[src/rtl/hp_cmd_pkg.sv]
package hp_cmd_pkg;
  localparam int CMD_W = 16;
  localparam logic [1:0] ST_PWR_ONLY = 2'd1;
  localparam logic [1:0] ST_ENABLED  = 2'd2;
  localparam logic [1:0] ST_DISABLED = 2'd3;
  localparam logic [1:0] IND_OFF     = 2'd3;
  localparam logic [7:0] OP_ALL_PWR  = 8'h48;
  localparam logic [7:0] OP_ALL_EN   = 8'h49;

  typedef struct packed {
    logic       err_sw;
    logic       err_cmd;
    logic       err_spd;
    logic       slot_we;
    logic [7:0] target;
    logic [1:0] st_f;
    logic [1:0] pi_f;
    logic [1:0] ai_f;
    logic       all_we;
    logic [1:0] all_st;
    logic       spd_we;
    logic [3:0] spd_val;
  } hp_action_t;
endpackage

[src/rtl/hp_cmd_seq.sv]
module hp_cmd_seq #(
  parameter int CW          = 16,
  parameter int EXEC_CYCLES = 4
) (
  input  logic          clk,
  input  logic          rst_n,
  input  logic          cmd_valid,
  input  logic [CW-1:0] cmd_in,
  output logic          ready,
  output logic          accept,
  output logic          apply,
  output logic          busy,
  output logic          done,
  output logic [CW-1:0] cmd_held
);
  localparam int CNT_W = $clog2(EXEC_CYCLES + 1);
  localparam logic [CNT_W-1:0] CNT_INIT = CNT_W'(EXEC_CYCLES - 1);

  logic [CNT_W-1:0] cnt_q;

  assign ready  = !busy;
  assign accept = cmd_valid && !busy;
  assign apply  = busy && (cnt_q == '0);

  always_ff @(posedge clk) begin
    if (!rst_n) begin
      busy     <= 1'b0;
      cnt_q    <= '0;
      cmd_held <= '0;
      done     <= 1'b0;
    end else begin
      done <= apply;
      if (accept) begin
        busy     <= 1'b1;
        cnt_q    <= CNT_INIT;
        cmd_held <= cmd_in;
      end else if (apply) begin
        busy <= 1'b0;
      end else if (busy) begin
        cnt_q <= cnt_q - 1'b1;
      end
    end
  end

  assert_busy_holds_R8: assert property (@(posedge clk) disable iff (!rst_n)
    (busy && cnt_q != '0) |=> busy);
  assert_done_single_R10: assert property (@(posedge clk) disable iff (!rst_n)
    done |=> !done);
  assert_done_on_fall_R10: assert property (@(posedge clk) disable iff (!rst_n)
    done |-> (!busy && $past(busy)));
endmodule

[src/rtl/hp_cmd_decode.sv]
module hp_cmd_decode
  import hp_cmd_pkg::*;
#(
  parameter int NUM_SLOTS = 4,
  parameter int PROG_REV  = 2
) (
  input  logic [CMD_W-1:0]     cmd,
  input  logic [NUM_SLOTS-1:0] latch_open,
  output hp_action_t           act
);
  logic [7:0] op, tgt;
  logic is_slot, is_a, is_b, is_allp, is_alle, tgt_ok, latch_sel, pwr_req, a_ok, b_ok, any_latch;

  assign op  = cmd[7:0];
  assign tgt = cmd[15:8];

  always_comb begin
    latch_sel = 1'b0;
    for (int i = 0; i < NUM_SLOTS; i++)
      if (int'(tgt) == i) latch_sel = latch_open[i];
  end

  assign is_slot   = (op[7:6] == 2'b00);
  assign is_a      = (op[7:3] == 5'b01000);
  assign is_b      = (op[7:4] == 4'h5);
  assign is_allp   = (op == OP_ALL_PWR);
  assign is_alle   = (op == OP_ALL_EN);
  assign tgt_ok    = (int'(tgt) < NUM_SLOTS);
  assign pwr_req   = (op[1:0] == ST_PWR_ONLY) || (op[1:0] == ST_ENABLED);
  assign a_ok      = (op[2:0] <= 3'd4);
  assign b_ok      = (PROG_REV == 2) && (op[3:0] <= 4'hD);
  assign any_latch = |latch_open;

  always_comb begin
    act         = '0;
    act.target  = tgt;
    act.st_f    = op[1:0];
    act.pi_f    = op[3:2];
    act.ai_f    = op[5:4];
    act.spd_val = op[3:0];
    act.all_st  = is_allp ? ST_PWR_ONLY : ST_ENABLED;
    act.err_cmd = (is_slot && !tgt_ok) || !(is_slot || is_a || is_b || is_allp || is_alle);
    act.err_spd = (is_a && !a_ok) || (is_b && !b_ok);
    act.err_sw  = (is_slot && tgt_ok && pwr_req && latch_sel) ||
                  ((is_allp || is_alle) && any_latch);
    act.slot_we = is_slot && tgt_ok && !act.err_sw;
    act.all_we  = (is_allp || is_alle) && !any_latch;
    act.spd_we  = (is_a && a_ok) || (is_b && b_ok);
  end
endmodule

[src/rtl/hp_slot_regs.sv]
module hp_slot_regs
  import hp_cmd_pkg::*;
(
  input  logic       clk,
  input  logic       rst_n,
  input  logic       wr_en,
  input  logic [1:0] st_f,
  input  logic [1:0] pi_f,
  input  logic [1:0] ai_f,
  input  logic       all_en,
  input  logic [1:0] all_st,
  output logic [1:0] st,
  output logic [1:0] pi,
  output logic [1:0] ai
);
  always_ff @(posedge clk) begin
    if (!rst_n) begin
      st <= ST_DISABLED;
      pi <= IND_OFF;
      ai <= IND_OFF;
    end else if (all_en) begin
      st <= all_st;
    end else if (wr_en) begin
      if (st_f != 2'd0) st <= st_f;
      if (pi_f != 2'd0) pi <= pi_f;
      if (ai_f != 2'd0) ai <= ai_f;
    end
  end

  assert_slot_hold_R9: assert property (@(posedge clk) disable iff (!rst_n)
    (!wr_en && !all_en) |=> ($stable(st) && $stable(pi) && $stable(ai)));
endmodule

[src/rtl/hp_cmd_engine.sv]
module hp_cmd_engine
  import hp_cmd_pkg::*;
#(
  parameter int NUM_SLOTS   = 4,
  parameter int EXEC_CYCLES = 4,
  parameter int PROG_REV    = 2
) (
  input  logic                   clk,
  input  logic                   rst_n,
  input  logic                   cmd_valid,
  output logic                   cmd_ready,
  input  logic [15:0]            cmd_word,
  input  logic [NUM_SLOTS-1:0]   latch_open,
  output logic                   busy,
  output logic                   err_switch_open,
  output logic                   err_invalid_cmd,
  output logic                   err_invalid_speed,
  output logic                   cmd_done,
  output logic [2*NUM_SLOTS-1:0] slot_state,
  output logic [2*NUM_SLOTS-1:0] pwr_ind,
  output logic [2*NUM_SLOTS-1:0] attn_ind,
  output logic [3:0]             seg_speed
);
  logic             accept, apply;
  logic [CMD_W-1:0] cmd_held;
  hp_action_t       act;

  hp_cmd_seq #(.CW(CMD_W), .EXEC_CYCLES(EXEC_CYCLES)) u_seq (
    .clk(clk), .rst_n(rst_n), .cmd_valid(cmd_valid), .cmd_in(cmd_word),
    .ready(cmd_ready), .accept(accept), .apply(apply), .busy(busy),
    .done(cmd_done), .cmd_held(cmd_held)
  );

  hp_cmd_decode #(.NUM_SLOTS(NUM_SLOTS), .PROG_REV(PROG_REV)) u_dec (
    .cmd(cmd_held), .latch_open(latch_open), .act(act)
  );

  for (genvar g = 0; g < NUM_SLOTS; g++) begin : g_slot
    logic hit;
    assign hit = apply && act.slot_we && (int'(act.target) == g);
    hp_slot_regs u_slot (
      .clk(clk), .rst_n(rst_n), .wr_en(hit),
      .st_f(act.st_f), .pi_f(act.pi_f), .ai_f(act.ai_f),
      .all_en(apply && act.all_we), .all_st(act.all_st),
      .st(slot_state[2*g +: 2]), .pi(pwr_ind[2*g +: 2]), .ai(attn_ind[2*g +: 2])
    );
  end

  always_ff @(posedge clk) begin
    if (!rst_n) begin
      err_switch_open   <= 1'b0;
      err_invalid_cmd   <= 1'b0;
      err_invalid_speed <= 1'b0;
      seg_speed         <= 4'd0;
    end else if (accept) begin
      err_switch_open   <= 1'b0;
      err_invalid_cmd   <= 1'b0;
      err_invalid_speed <= 1'b0;
    end else if (apply) begin
      err_switch_open   <= act.err_sw;
      err_invalid_cmd   <= act.err_cmd;
      err_invalid_speed <= act.err_spd;
      if (act.spd_we) seg_speed <= act.spd_val;
    end
  end

  assert_err_clear_R11: assert property (@(posedge clk) disable iff (!rst_n)
    (cmd_valid && cmd_ready) |=> !(err_switch_open || err_invalid_cmd || err_invalid_speed));
  assert_err_hold_R11: assert property (@(posedge clk) disable iff (!rst_n)
    (!busy && !cmd_valid) |=> ($stable(err_switch_open) && $stable(err_invalid_cmd) && $stable(err_invalid_speed)));
  assert_err_onehot_R11: assert property (@(posedge clk) disable iff (!rst_n)
    $onehot0({err_switch_open, err_invalid_cmd, err_invalid_speed}));
  assert_refused_keeps_state_R3: assert property (@(posedge clk) disable iff (!rst_n)
    (cmd_done && err_switch_open) |-> $stable(slot_state));
endmodule

[config.mk]
export PLATFORM = sky130hd
export DESIGN_NAME = hp_cmd_engine
export DESIGN_NICKNAME = d
export VERILOG_FILES = /design/src/rtl/hp_cmd_pkg.sv /design/src/rtl/hp_cmd_seq.sv /design/src/rtl/hp_cmd_decode.sv /design/src/rtl/hp_slot_regs.sv /design/src/rtl/hp_cmd_engine.sv
export SDC_FILE = /design/constraint.sdc
export NUM_CORES = 1
export LEC_CHECK = 0
export BUFFER_PORTS_ARGS = -buffer_cell sky130_fd_sc_hd__buf_2
export CORE_ASPECT_RATIO = 0.7
export CORE_MARGIN = 3
export CORE_UTILIZATION = 30
export DETAILED_ROUTE_END_ITERATION = 16
export SLEW_MARGIN = 20
export SYNTH_ARGS = -nofsm -noshare
export SYNTH_HDL_FRONTEND = slang
export SYNTH_SLANG_ARGS = --single-unit
export TNS_END_PERCENT = 100
[constraint.sdc]
create_clock -name clk -period 1.9 [get_ports clk]
set_input_delay 0.095 -clock clk [delete_from_list [all_inputs] [get_ports clk]]
set_output_delay 0.095 -clock clk [all_outputs]
set_load 0.03 [all_outputs]
== After elaboration in Yosys (flattened, before gate mapping) ==
Cells that the tools add are included.
Widths: inputs -> output; s select.
Operators by class
  bitwise gates (word level): 4
  $add $sub $neg: 1
  $lt $le $gt $ge: 3
  reductions and logical operators: 66
  mux-type cells: 19
  equality and inequality tests: 10
Operators by type and width (number)
  $reduce_and 3->1: 9
  $mux 2: 13
  $reduce_bool 2->1: 10
  $logic_and 1x1->1: 19
  $eq 8x3->1 const B: 2
  $eq 8x7->1 const B: 2
  $reduce_and 2->1: 6
  $logic_or 1x1->1: 10
  $eq 8x2->1 const B: 1
  $logic_not 8->1: 1
  $lt 8x3->1 const B: 1
  $logic_not 1->1: 7
  $mux 1: 6
  $eq 5x4->1 const B: 1
  $eq 4x3->1 const B: 1
  $le 4x4->1 const B: 1
  $not 1->1: 4
  $reduce_or 4->1: 1
  $le 3x3->1 const B: 1
  $logic_not 3->1: 1
  $sub 3x1->3 const B: 1
  $eq 2x1->1 const B: 1
  $eq 2x2->1 const B: 1
  $logic_not 2->1: 1
  2 further kinds: 2
Storage, ports and cells
  output and inout port bits: 34
  flip-flop bits (word level): 52

== Depth between registers and ports, before layout ==
  word-level depth: 13
  mapped depth: 8
  gate-level depth less buffers: 7

== Modules after synthesis ==
A second synthesis with hierarchy kept.
Second synthesis, totals
  cells, all modules: 285
  area, all modules: 2602.5 µm²
Modules (own cells, without submodules)
  hp_slot_regs: instances 4, cells an instance 26, seq. area each 120.1 µm², area an instance 282.8 µm²
  hp_cmd_seq: instances 1, cells an instance 97, seq. area each 420.4 µm², area an instance 793.3 µm²
  hp_cmd_engine: instances 1, cells an instance 39, seq. area each 140.1 µm², area an instance 347.8 µm²
  hp_cmd_decode: instances 1, cells an instance 45, seq. area each 0.0 µm², area an instance 330.3 µm²

== Worst setup path after synthesis ==
No wires, ideal clock.
  path type: register to register
  start: register u_seq.busy
  end: register g_slot[3].u_slot.ai[1]
  arrival: 1840 ps
  setup slack: -62 ps
  stages on the path, launching flop included: 8
  data required time: 1778 ps
  cells stage by stage: dfxtp_1 -> buf_6 -> and3b_1 -> buf_2 -> nand4_1 -> nor2_2 -> nand2_1 -> a221o_1
On the way
  word-level cells in the longest chain between the ends: 4
RTL lines
  from (decl): RTL line hp_cmd_seq.sv:12  | output logic busy,
  from (signal assigned): RTL line hp_cmd_seq.sv:27  | busy <= 1'b0;
  from (signal assigned): RTL line hp_cmd_seq.sv:34  | busy <= 1'b1;
  from (signal assigned): RTL line hp_cmd_seq.sv:38  | busy <= 1'b0;
  $logic_and 1x1->1 (*): RTL line hp_cmd_seq.sv:23  | assign apply = busy && (cnt_q == '0);
  $logic_and 1x1->1, on equally long branches: RTL line hp_cmd_engine.sv:40, hp_cmd_engine.sv:44
  $logic_and 1x1->1 / $not 1->1 (equally long branches)
  $reduce_and 3->1 (no source line) (*)
  to (signal assigned): RTL line hp_slot_regs.sv:26  | if (ai_f != 2'd0) ai <= ai_f;
  to (decl): RTL line hp_slot_regs.sv:14  | output logic [1:0] ai
Every way passes the cells marked *; elsewhere a longest branch is shown, timed or not.
A chain may end at the register's enable or synchronous reset.

== Worst setup path in the final report ==
  start: register u_seq.cmd_held[6]
  end: register g_slot[3].u_slot.st[1]
On the way
  word-level cells in the longest chain between the ends: 11
RTL lines
  from (decl): RTL line hp_cmd_seq.sv:14  | output logic [CW-1:0] cmd_held
  from (signal assigned): RTL line hp_cmd_seq.sv:36  | cmd_held <= cmd_in;
  branches (longest 11 deep; another with $eq 8x7->1)
  to (signal assigned): RTL line hp_slot_regs.sv:22  | st <= all_st;
  to (signal assigned): RTL line hp_slot_regs.sv:24  | if (st_f != 2'd0) st <= st_f;
  to (decl): RTL line hp_slot_regs.sv:12  | output logic [1:0] st,
Several ways; the timed one is not identified.

==> impl_metrics.prom <==
# TYPE chip_impl_metric gauge
chip_impl_metric{name="timing.final.hold_violations",unit=""} 0
chip_impl_metric{name="synth.distinct_cells",unit=""} 46
chip_impl_info{name="yosysTopAreaCell",value="sky130_fd_sc_hd__dfxtp_1"} 1
chip_impl_metric{name="drt-total-wl",unit="um"} 6080
chip_impl_info{name="yosysMostFrequentCell",value="sky130_fd_sc_hd__nand2_1"} 1
chip_impl_info{name="run_status",value="finished clean"} 1
chip_impl_metric{name="floorplan_die_height",unit="um"} 80.1
chip_impl_metric{name="grt_max_degree",unit=""} 41
chip_impl_metric{name="postSynthCellCount",unit=""} 264
chip_impl_metric{name="synth_edf_count",unit=""} 0
chip_impl_metric{name="design.portCount",unit=""} 57
chip_impl_info{name="worst_hold_path_type",value="in -> reg"} 1
chip_impl_metric{name="post_layout_nonfiller_instances",unit=""} 437
chip_impl_metric{name="p_leak",unit="uW"} 0.00125
chip_impl_metric{name="detail_route.iter0.violations",unit=""} 126
chip_impl_metric{name="peakVddDrop",unit="V"} 0.000367
chip_impl_info{name="critical_path.startpoint_type",value="flop"} 1
chip_impl_metric{name="cellPowerDensity",unit="nW/um2"} 789
chip_impl_metric{name="clk_pin_slew_worst_paths",unit="ns"} 0.09
chip_impl_metric{name="max-cap-violations",unit=""} 0
chip_impl_info{name="worstSetupEndpointType",value="flop"} 1
chip_impl_metric{name="areaGrowthSynthToFinish",unit="%"} 30.0
chip_impl_metric{name="dpl_worst_slack",unit="ns"} -0.0205
chip_impl_metric{name="detail-route-antenna-nets",unit=""} 0
chip_impl_metric{name="worst_r2r_path_depth",unit=""} 5
chip_impl_metric{name="dp_hpwl",unit="um"} 4480
chip_impl_metric{name="port-buffer-count",unit=""} 56
chip_impl_metric{name="buffer_levels_on_the_longest_clock_path",unit=""} 2
chip_impl_metric{name="ys_seq_elements",unit=""} 52
chip_impl_metric{name="route.detailed.drc",unit=""} 0
chip_impl_metric{name="globalRoute.totalOverflow",unit=""} 0
chip_impl_metric{name="yosysSeqAreaShare",unit="%"} 44.2
chip_impl_metric{name="synthArstFlopShare",unit="%"} 0
chip_impl_metric{name="detail_route.vias_per_cell",unit=""} 4.85
chip_impl_metric{name="max_freq",unit="GHz"} 0.529
chip_impl_metric{name="placed_cells_incl_taps",unit=""} 427
chip_impl_metric{name="slew_violations",unit=""} 0
chip_impl_metric{name="drive_gt1_share",unit="%"} 34.2
chip_impl_metric{name="grt_pass1_wl",unit="um"} 9890
chip_impl_metric{name="tritoncts_num_sinks",unit=""} 52
chip_impl_metric{name="h-tree-depth",unit=""} 2
chip_impl_metric{name="drtPass1Iterations",unit=""} 4
chip_impl_metric{name="worst_slew_pin_slew",unit="ns"} 0.612
chip_impl_info{name="root_buffer_cell",value="sky130_fd_sc_hd__clkbuf_8"} 1
chip_impl_metric{name="worst_ep_required_time",unit="ns"} 2.07
chip_impl_info{name="setup_repair_after_global_routing_missed_its_margin",value="true"} 1
chip_impl_metric{name="num_vias",unit=""} 2119
chip_impl_metric{name="initial_utilization",unit="%"} 31.6
chip_impl_metric{name="worst_ep_arrival_time",unit="ns"} 2.06
chip_impl_metric{name="die_w",unit="um"} 112
chip_impl_metric{name="layout_min_cycle_time",unit="ns"} 1.89
chip_impl_metric{name="grt_pass1_vias",unit=""} 1930
chip_impl_metric{name="synth-warning-count",unit=""} 0
chip_impl_metric{name="antenna_found_initial",unit=""} 0
chip_impl_metric{name="final.hold.worst_slack",unit="ns"} 0.0159
chip_impl_metric{name="final_util",unit="%"} 41.1
chip_impl_metric{name="worstPathMaxFanout",unit=""} 4
chip_impl_metric{name="layout_worst_path_cycle_share",unit="%"} 99.4
chip_impl_metric{name="insertion_delay",unit="ns"} 0.30
chip_impl_metric{name="maxSlewHeadroom",unit="%"} 59.1
chip_impl_metric{name="floorplan.core_area",unit="um2"} 7450
chip_impl_metric{name="min_delay_path_depth",unit=""} 3
chip_impl_metric{name="antennaDiodeCount",unit=""} 0
chip_impl_metric{name="num_rows",unit=""} 26
chip_impl_metric{name="dieArea",unit="um2"} 8960
chip_impl_metric{name="routabilityCongestion",unit=""} 0.816
chip_impl_info{name="ys_top_cells_by_count",value="sky130_fd_sc_hd__nand2_1, sky130_fd_sc_hd__dfxtp_1, sky130_fd_sc_hd__a21oi_1, sky130_fd_sc_hd__a221o_1, sky130_fd_sc_hd__nor2_1"} 1
chip_impl_metric{name="cts_made_buffers",unit=""} 5
chip_impl_metric{name="clock_skew",unit="ns"} 0.00847
chip_impl_info{name="tritoncts",value="built"} 1
chip_impl_metric{name="global_route.usage.total",unit="%"} 13.8
chip_impl_metric{name="synthDominantCellAreaShare",unit="%"} 44.2
chip_impl_metric{name="synthesis.area_per_instance",unit="um2"} 8.91
chip_impl_metric{name="synth.net_count",unit=""} 291
chip_impl_metric{name="num-nets-final",unit=""} 366
chip_impl_info{name="ys_top_cells_by_area",value="sky130_fd_sc_hd__dfxtp_1, sky130_fd_sc_hd__nand2_1, sky130_fd_sc_hd__a221o_1"} 1
chip_impl_metric{name="mappedNetlistArea",unit="um2"} 2350
chip_impl_info{name="dominantRegCellSynth",value="sky130_fd_sc_hd__dfxtp_1"} 1
chip_impl_info{name="worst-setup-path-type",value="reg -> reg"} 1
chip_impl_metric{name="wire_per_inst",unit="um"} 13.9
chip_impl_metric{name="timing.final.setup_violations",unit=""} 0
chip_impl_metric{name="setup_ws",unit="ns"} 0.0109
## where the power goes
part	internal [uW]	switching, uW	leakage (uW)	total [uW]
Clock	518	355	0.0000642	873
Combinational	162	220	0.000760	383
Sequential	1130	32.0	0.000426	1160
Total	1810	607	0.00125	2410
## metrics by stage
stage          TNS, ns  total power, uW  instance area, um2
4_1_cts              0             2430                3010
3_3_place_gp         0             1540                2860
3_5_place_dp   -0.0553             1540                2860
6_report             0             2410                3060
2_1_floorplan        0             1410                2370
5_1_grt         -0.154             2520                3060
## worst max-delay path: stages (launching register included)
cell and delay, ns:
sky130_fd_sc_hd__dfxtp_4 0.38, sky130_fd_sc_hd__or3b_4 0.39, sky130_fd_sc_hd__or4_4 0.47, sky130_fd_sc_hd__o21a_4 0.26, sky130_fd_sc_hd__o22ai_2 0.15, sky130_fd_sc_hd__o311ai_1 0.12
## logic make-up after synthesis
family                   Yosys count  share of synthesized area [%]
AND/OR/NAND/NOR                  106                           24.0
AO/OA/AOI/OAI                     70                           21.7
flip-flops                        52                           44.2
buffers and inverters             26                           5.26
multiplexers                       6                           2.61
adder cells (fa/ha/maj)            4                           2.13
## repair_timing
item                                    CTS  global route
gates resized for setup                   5             9
buffers inserted                          0             3
hold buffers                              0             0
pin swaps                                 2             2
endpoints found under the setup margin    4            19
gates cloned                              0             0
## layout make-up
type | instances | area [um2]
Clock buffer | 5 | 68.8
Sequential cell | 52 | 1050
Timing Repair Buffer | 82 | 475
Clock inverter | 2 | 60.1
Fill cell | 747 | 4390
Inverter | 12 | 45.0
Multi-Input combinational cell | 186 | 1230
Tap cell | 98 | 123
## cell usage in the layout (no fill, tap or decap), types with 3 or more instances in the layout
cell / n
sky130_fd_sc_hd__a21oi_1: 21
sky130_fd_sc_hd__a221o_1: 16
sky130_fd_sc_hd__buf_2: 56
sky130_fd_sc_hd__buf_4: 26
sky130_fd_sc_hd__clkbuf_8: 5
sky130_fd_sc_hd__dfxtp_1: 47
sky130_fd_sc_hd__dfxtp_2: 3
sky130_fd_sc_hd__inv_1: 10
sky130_fd_sc_hd__mux2i_1: 5
sky130_fd_sc_hd__nand2_1: 53
sky130_fd_sc_hd__nand2b_1: 4
sky130_fd_sc_hd__nand3_1: 3
sky130_fd_sc_hd__nor2_1: 14
sky130_fd_sc_hd__nor2_4: 3
sky130_fd_sc_hd__nor3_1: 7
sky130_fd_sc_hd__o21ai_0: 4
sky130_fd_sc_hd__o21ai_1: 4
sky130_fd_sc_hd__o22ai_1: 3
sky130_fd_sc_hd__o311a_1: 4
sky130_fd_sc_hd__o311ai_1: 4
sky130_fd_sc_hd__o31ai_1: 5
## metal layers
metal | global-route usage, % | routed length, um
met3 | 3.77 | 397
met2 | 19.6 | 2450
met1 | 20.2 | 3170
met4 | 3.77 | 65
met5 | 0 | 0
## sequential cells by signal, summed over array words and instances, names as in the netlist, 3 cells and up
name and count:
g_slot.u_slot.ai 8, seg_speed 4, u_seq.cnt_q 3, g_slot.u_slot.st 8, g_slot.u_slot.pi 8, u_seq.cmd_held 16
## path summary, 6_finish.rpt
kind | startpoint | to | slack (ns)
setup / recovery | u_seq.cmd_held[6] | g_slot[3].u_slot.st[1] | 0.01
hold / removal | cmd_word[13] | u_seq.cmd_held[13] | 0.02
setup reg to reg | u_seq.cmd_held[6] | g_slot[3].u_slot.st[1] | 0.01
hold reg to reg | g_slot[3].u_slot.ai[1] | g_slot[3].u_slot.ai[1] | 0.49
(Power assumes the default switching activity.)
